[src/rtl/wb_clean_handler.sv]
module wb_clean_handler #(
  parameter int ADDR_W     = 16,
  parameter int LINE_BYTES = 8,
  parameter int SETS       = 4,
  parameter int WAYS       = 2,
  parameter int DLY_W      = 6,
  parameter int FILL_LAT   = 3,
  parameter int CNT_W      = 16,
  localparam int LINE_W = LINE_BYTES * 8,
  localparam int OFF_W  = $clog2(LINE_BYTES),
  localparam int IDX_W  = $clog2(SETS),
  localparam int WAY_W  = $clog2(WAYS),
  localparam int TAG_W  = ADDR_W - OFF_W - IDX_W,
  localparam int LA_W   = ADDR_W - OFF_W,
  localparam int RD_W   = DLY_W + 2
) (
  input  logic              clk,
  input  logic              rst_n,
  input  logic              req_valid,
  output logic              req_ready,
  input  logic [ADDR_W-1:0] req_addr,
  input  logic              req_secure,
  input  logic              req_wt,
  input  logic [LINE_W-1:0] req_data,
  input  logic [DLY_W-1:0]  req_hdr_dly,
  input  logic [DLY_W-1:0]  req_pay_dly,
  input  logic [WAY_W-1:0]  vic_way,
  input  logic              vic_ok,
  output logic              res_valid,
  output logic              res_local,
  output logic              res_hit,
  output logic [RD_W-1:0]   res_delay,
  output logic [CNT_W-1:0]  miss_cnt,
  output logic              wb_valid,
  output logic [ADDR_W-1:0] wb_addr,
  output logic              fwd_valid,
  input  logic              fwd_ready,
  output logic [ADDR_W-1:0] fwd_addr,
  output logic              fwd_secure,
  output logic              fwd_wt,
  output logic [LINE_W-1:0] fwd_data,
  input  logic              wc_go,
  input  logic [LA_W-1:0]   wc_line,
  input  logic [1:0]        wc_dest,
  output logic              wcl_valid,
  output logic              wcl_none,
  output logic [ADDR_W-1:0] wcl_addr,
  output logic [LINE_W-1:0] wcl_data,
  output logic              wcl_secure,
  output logic              wcl_shared,
  output logic              wcl_wt,
  output logic [1:0]        wcl_dest
);

  localparam int ENT   = SETS * WAYS;
  localparam int ENT_W = IDX_W + WAY_W;

  logic [TAG_W-1:0]  tag_q [ENT];
  logic [LINE_W-1:0] dat_q [ENT];
  logic [ENT-1:0]    vld_q, drt_q, sec_q;

  logic [IDX_W-1:0] lk_idx;
  logic [TAG_W-1:0] lk_tag;
  logic [WAYS-1:0]  hv;
  logic [WAY_W-1:0] hit_way;
  logic [ENT_W-1:0] he, ve;
  logic hit, acc, alloc, wr_line, local_done, no_room, vic_dirty, wc_dirty;

  assign lk_idx = wc_go ? wc_line[IDX_W-1:0] : req_addr[OFF_W +: IDX_W];
  assign lk_tag = wc_go ? wc_line[LA_W-1:IDX_W] : req_addr[ADDR_W-1 -: TAG_W];

  for (genvar g = 0; g < WAYS; g++) begin : g_way
    assign hv[g] = vld_q[{lk_idx, WAY_W'(g)}] && (tag_q[{lk_idx, WAY_W'(g)}] == lk_tag);
  end

  always_comb begin
    hit_way = '0;
    for (int w = WAYS - 1; w >= 0; w--)
      if (hv[w]) hit_way = WAY_W'(w);
  end

  assign hit        = |hv;
  assign he         = {lk_idx, hit_way};
  assign ve         = {lk_idx, vic_way};
  assign req_ready  = (!fwd_valid || fwd_ready) && !wc_go;
  assign acc        = req_valid && req_ready;
  assign alloc      = acc && !hit && !req_wt && vic_ok;
  assign no_room    = acc && !hit && !req_wt && !vic_ok;
  assign wr_line    = acc && (hit || alloc);
  assign local_done = acc && !req_wt && (hit || vic_ok);
  assign vic_dirty  = vld_q[ve] && drt_q[ve];
  assign wc_dirty   = wc_go && hit && drt_q[he];

  always_ff @(posedge clk) begin
    if (!rst_n) begin
      vld_q     <= '0;
      drt_q     <= '0;
      sec_q     <= '0;
      res_valid <= 1'b0;
      res_local <= 1'b0;
      res_hit   <= 1'b0;
      res_delay <= '0;
      miss_cnt  <= '0;
      wb_valid  <= 1'b0;
      fwd_valid <= 1'b0;
      wcl_valid <= 1'b0;
      wcl_none  <= 1'b0;
    end else begin
      res_valid <= acc;
      res_local <= local_done;
      res_hit   <= acc && hit;
      res_delay <= wr_line ? RD_W'(FILL_LAT) + RD_W'(req_hdr_dly) + RD_W'(req_pay_dly) : '0;
      wb_valid  <= alloc && vic_dirty;
      wcl_valid <= wc_dirty;
      wcl_none  <= wc_go && !wc_dirty;
      if (no_room) miss_cnt <= miss_cnt + 1'b1;
      if (acc && !local_done) fwd_valid <= 1'b1;
      else if (fwd_ready)     fwd_valid <= 1'b0;
      if (alloc) begin
        vld_q[ve] <= 1'b1;
        drt_q[ve] <= 1'b1;
        sec_q[ve] <= req_secure;
      end else if (acc && hit && !req_wt) begin
        drt_q[he] <= 1'b1;
      end else if (wc_dirty) begin
        drt_q[he] <= 1'b0;
      end
    end
  end

  always_ff @(posedge clk) begin
    if (alloc) tag_q[ve] <= lk_tag;
    if (wr_line) dat_q[alloc ? ve : he] <= req_data;
    if (alloc && vic_dirty) wb_addr <= {tag_q[ve], lk_idx, {OFF_W{1'b0}}};
    if (acc && !local_done) begin
      fwd_addr   <= req_addr;
      fwd_secure <= req_secure;
      fwd_wt     <= req_wt;
      fwd_data   <= req_data;
    end
    if (wc_dirty) begin
      wcl_addr   <= {lk_tag, lk_idx, {OFF_W{1'b0}}};
      wcl_data   <= dat_q[he];
      wcl_secure <= sec_q[he];
      wcl_shared <= 1'b1;
      wcl_dest   <= wc_dest;
      wcl_wt     <= |wc_dest;
    end
  end

endmodule

[config.mk]
export PLATFORM = sky130hd
export DESIGN_NAME = wb_clean_handler
export DESIGN_NICKNAME = d
export VERILOG_FILES = /design/src/rtl/wb_clean_handler.sv
export SDC_FILE = /design/constraint.sdc
export NUM_CORES = 1
export LEC_CHECK = 0
export BUFFER_PORTS_ARGS = -buffer_cell sky130_fd_sc_hd__buf_2
export CAP_MARGIN = 20
export CORE_MARGIN = 1.5
export CORE_UTILIZATION = 35
export CTS_CLUSTER_SIZE = 25
export DETAILED_ROUTE_END_ITERATION = 8
export SLEW_MARGIN = 30
export SYNTH_ARGS = -nofsm -noshare
export SYNTH_HDL_FRONTEND = slang
export SYNTH_SLANG_ARGS = --single-unit
[constraint.sdc]
create_clock -name clk -period 11.27 [get_ports clk]
set_input_delay 2.254 -clock clk [delete_from_list [all_inputs] [get_ports clk]]
set_output_delay 2.254 -clock clk [all_outputs]
set_load 0.01 [all_outputs]
==> flow_summary_export.csv <==
group,metric,value,unit
min_path,worstHoldPathType,"reg2reg",
sta,fin_crit_sh,67.91,%
min_path,hold-path-cell-count,2,
clocking,clock_path_buffers,3,
setup_path,r2r_start,"tag_q[7][4]",
power,leakage,0.01334,uW
setup_path,cp_top_family,"buffers and inverters",
setup_path,reg2regPathDepth,10,
sta,fmax,0.1307,GHz
routing,firstDrtPassIters,6,
logic_synthesis,synthFlopType,"edfxtp_1",
global_routing,grtUsageTotal,17.99,%
logic_synthesis,synth_edf_count,776,
routing,wl_per_cell,24.57,um
place,portBuffers,323,
place,placed_area,35200,um2
routing,drcViolationCount,0,
die,initial_core_util,35.20,%
routing,drt_iter0_markers,1891,
clocking,cts_buffers,90,
sta,setup_tns,0,ns
logic_synthesis,muxShareOfSynthArea,6.643,%
setup_path,crit_type,"in2reg",
setup_path,critical-path-slowest-cell,"buf_4",
die,ios,331,
routing,postRouteAntennaNets,0,
cells_and_area,final_layout_size_suffix_gt1_share,26.84,%
sta,drv_slew,0,
power,max-vdd-ir-drop,0.1094,mV
setup_path,cp_max_fo,56,
place,gp_congestion,0.9080,
logic_synthesis,synth_simple_gate_area_share,4.376,%
die,coreArea,91390,um2
global_routing,grt_pass1_vias,19290,
cells_and_area,fin_nets,2360,
logic_synthesis,synthAdderAreaFrac,0.5290,%
clocking,cts_tree,"done",
sta,finalCriticalPeriod,7.654,ns
setup_path,r2r-end,"wcl_data[24]",
logic_synthesis,synth_most_common_cell,"edfxtp_1",
sta,rsz0062_at_grt,"no",
logic_synthesis,synth_compound_area_share,9.627,%
setup_path,cp.required,11.53,ns
setup_path,cp-end-kind,"flip-flop",
logic_synthesis,yosysTopAreaCell,"edfxtp_1",
setup_path,crit_chain,"buf_2, mux2i_4, inv_2, mux2_2, a32o_1, o21ai_0, or3_1, or4_2, buf_4, nor2_8, a22o_4, buf_4",
logic_synthesis,syn_inst,1895,
die,die_w,306.2,um
setup_path,reg2reg_slack,6.15,ns
setup_path,start_kind,"primary input",
sta,finalHoldViolCount,0,
logic_synthesis,synth_seq_cells,831,
routing,via_per_inst,5.402,
clocking,htreeDepth,3,
routing,vias,18870,
clocking,cts_hold_buf,0,
logic_synthesis,yosys-top-cells-count,"edfxtp_1, mux2i_1, clkbuf_1, o21ai_0, a22oi_1",
routing,drt_wl_total,85.82,mm
logic_synthesis,ys_top_cells_by_area,"edfxtp_1, mux2i_1, dfxtp_1, a22oi_1, o21ai_0",
power,power_density,179.4,nW/um2
min_path,min_from,"sec_q[5]",
logic_synthesis,synth_area,32170,um2
sta,tightestPinTransition,0.9698,ns
logic_synthesis,synth.avg_cell_area,16.98,um2
logic_synthesis,synth.distinct_cells,77,
clocking,root_buffer,"clkbuf_16",
min_path,hold_end,"sec_q[5]",
global_routing,grt_overflow,0,
setup_path,critPathBufInv,4,
sta,fin_worst_skew,0.02927,ns
die,dieArea,93740,um2
clocking,path_clk_slew,0.06,ns
global_routing,grt_pass1_wl,125.7,mm
sta,whs,0.4619,ns
setup_path,crit_path_frequent_cell,"buf_4",
clocking,clock-sinks,831,
status,status,"finished, final reports clean",
cells_and_area,syn_to_final_growth,19.31,%
logic_synthesis,ys_seq_area_share,75.86,%
clocking,post_cts.repair.setup_buffers,0,
global_routing,antenna_found_initial,8,
die,die_h,306.2,um
setup_path,crit_arrival,7.92,ns
logic_synthesis,synth_top_family_by_area,"compound AO/OA/AOI/OAI gates",
logic_synthesis,synthDominantCellAreaShare,72.44,%
global_routing,grt_max_degree,78,
cells_and_area,fin_area,38380,um2
logic_synthesis,synth_xor_area_share,0.7351,%
die,rows,111,
clocking,cts-resized-gates,0,
logic_synthesis,async_reset_ff_share,0,%
logic_synthesis,yosysWarnings,0,
sta,relSlewSlack,35.34,%
setup_path,cp_slowest_stage_delay,0.83,ns
sta,setup_viol,0,
clocking,clkLatencyLatePin,0.66,ns
flow_run,drv_cap,0,
place,hpwl,51.64,mm
[worst min-delay path, stage by stage, from the launching register on]
cell and delay, ns:
dfxtp_1 0.31, nand2_1 0.05, mux2i_1 0.05
[area by class of cell]
type / count / area (um2)
multi-input cells: 918 / 7239
fillers: 8187 / 53000
clock inverters: 67 / 850.8
flip-flops and latches: 831 / 24400
clock buffers: 100 / 2310
well taps: 1186 / 1484
repair buffers: 360 / 1976
diodes: 1 / 2.502
inverters: 30 / 115.1
[report_power, final]
part / switching, uW / internal (uW) / total (uW)
Combinational: 233 / 117 / 350
Sequential: 8.96 / 3410 / 3420
Clock: 1250 / 1870 / 3120
[state kept, by name (all words and copies together) (netlist names), 2 cells and up, named ones only]
signal,cells
vld_q,8
fwd_data,64
wcl_addr,13
wb_addr,13
res_delay,8
wcl_data,64
dat_q,512
wcl_dest,2
miss_cnt,16
fwd_addr,16
sec_q,8
tag_q,88
[cells by family after synthesis]
group	Yosys count
AO/OA/AOI/OAI	434
multiplexers	194
flip-flops	831
other	2
XOR/XNOR	27
buffers and inverters	151
adder cells (fa/ha/maj)	13
AND/OR/NAND/NOR	243
[metrics by stage]
| stage | power [uW] | util, % | instances | setup WS [ns] |
|---|---|---|---|---|
| 6_report | 6887 | 42.00 | 3493 | 3.616 |
| 5_1_grt | 7109 | 42.00 | 3492 | 3.307 |
| 4_1_cts | 6962 | 41.97 | 3491 | 3.624 |
| 3_5_place_dp | 3837 | 38.51 | 3324 | 2.951 |
| 3_3_place_gp | 3828 | 38.40 | 3321 | 3.032 |
| 2_1_floorplan | 3687 | - | 1900 | 2.371 |
[worst max path at each step]
stage | from | endpoint | depth (start not counted)
global placement | wc_go | wcl_data[36] | 12
floorplan | wc_go | fwd_addr[0] | 13
global route | wc_go | wcl_data[28] | 12
CTS | wc_go | wcl_data[16] | 12
detailed placement | wc_go | wcl_data[36] | 12
finish | wc_go | wcl_data[24] | 12
[per-layer routing]
metal	GRT usage [%]	share of wire [%]	up-vias
li1	-	-	8337
met1	23.75	43	9651
met2	29.59	48	728
met3	4.085	7.2	140
met4	5.457	2.3	12
met5	0	0.099	-
[placed cells by master, fill, tap and decap left out, types with 10 or more instances in the layout]
| cell type | Yosys | layout |
|---|---|---|
| edfxtp_1 | 776 | 776 |
| buf_2 | 15 | 323 |
| mux2i_1 | 136 | 136 |
| clkbuf_16 | 0 | 90 |
| o21ai_0 | 83 | 82 |
| a22oi_1 | 81 | 81 |
| a21oi_1 | 63 | 62 |
| dfxtp_1 | 55 | 55 |
| nand3_1 | 42 | 42 |
| a222oi_1 | 38 | 38 |
| nand2_1 | 34 | 34 |
| mux2_2 | 33 | 33 |
| inv_1 | 28 | 28 |
| nor2_1 | 40 | 27 |
| buf_4 | 8 | 26 |
| xnor2_1 | 24 | 24 |
| a221oi_1 | 23 | 23 |
| clkinv_2 | 0 | 22 |
| o22ai_1 | 19 | 19 |
| and3_1 | 18 | 18 |
| a211o_1 | 18 | 18 |
| mux2_4 | 17 | 17 |
| o211ai_1 | 16 | 16 |
| bufinv_16 | 0 | 16 |
| nor3_1 | 16 | 14 |
| a221o_1 | 14 | 14 |
| nor2_4 | 1 | 13 |
| o21a_1 | 13 | 13 |
| a21o_1 | 13 | 13 |
| ha_1 | 12 | 12 |
| a22o_1 | 12 | 11 |
| or2_2 | 14 | 10 |
| nand2b_1 | 10 | 10 |
| clkinv_1 | 0 | 10 |
Power figures use the tool's default switching activity.
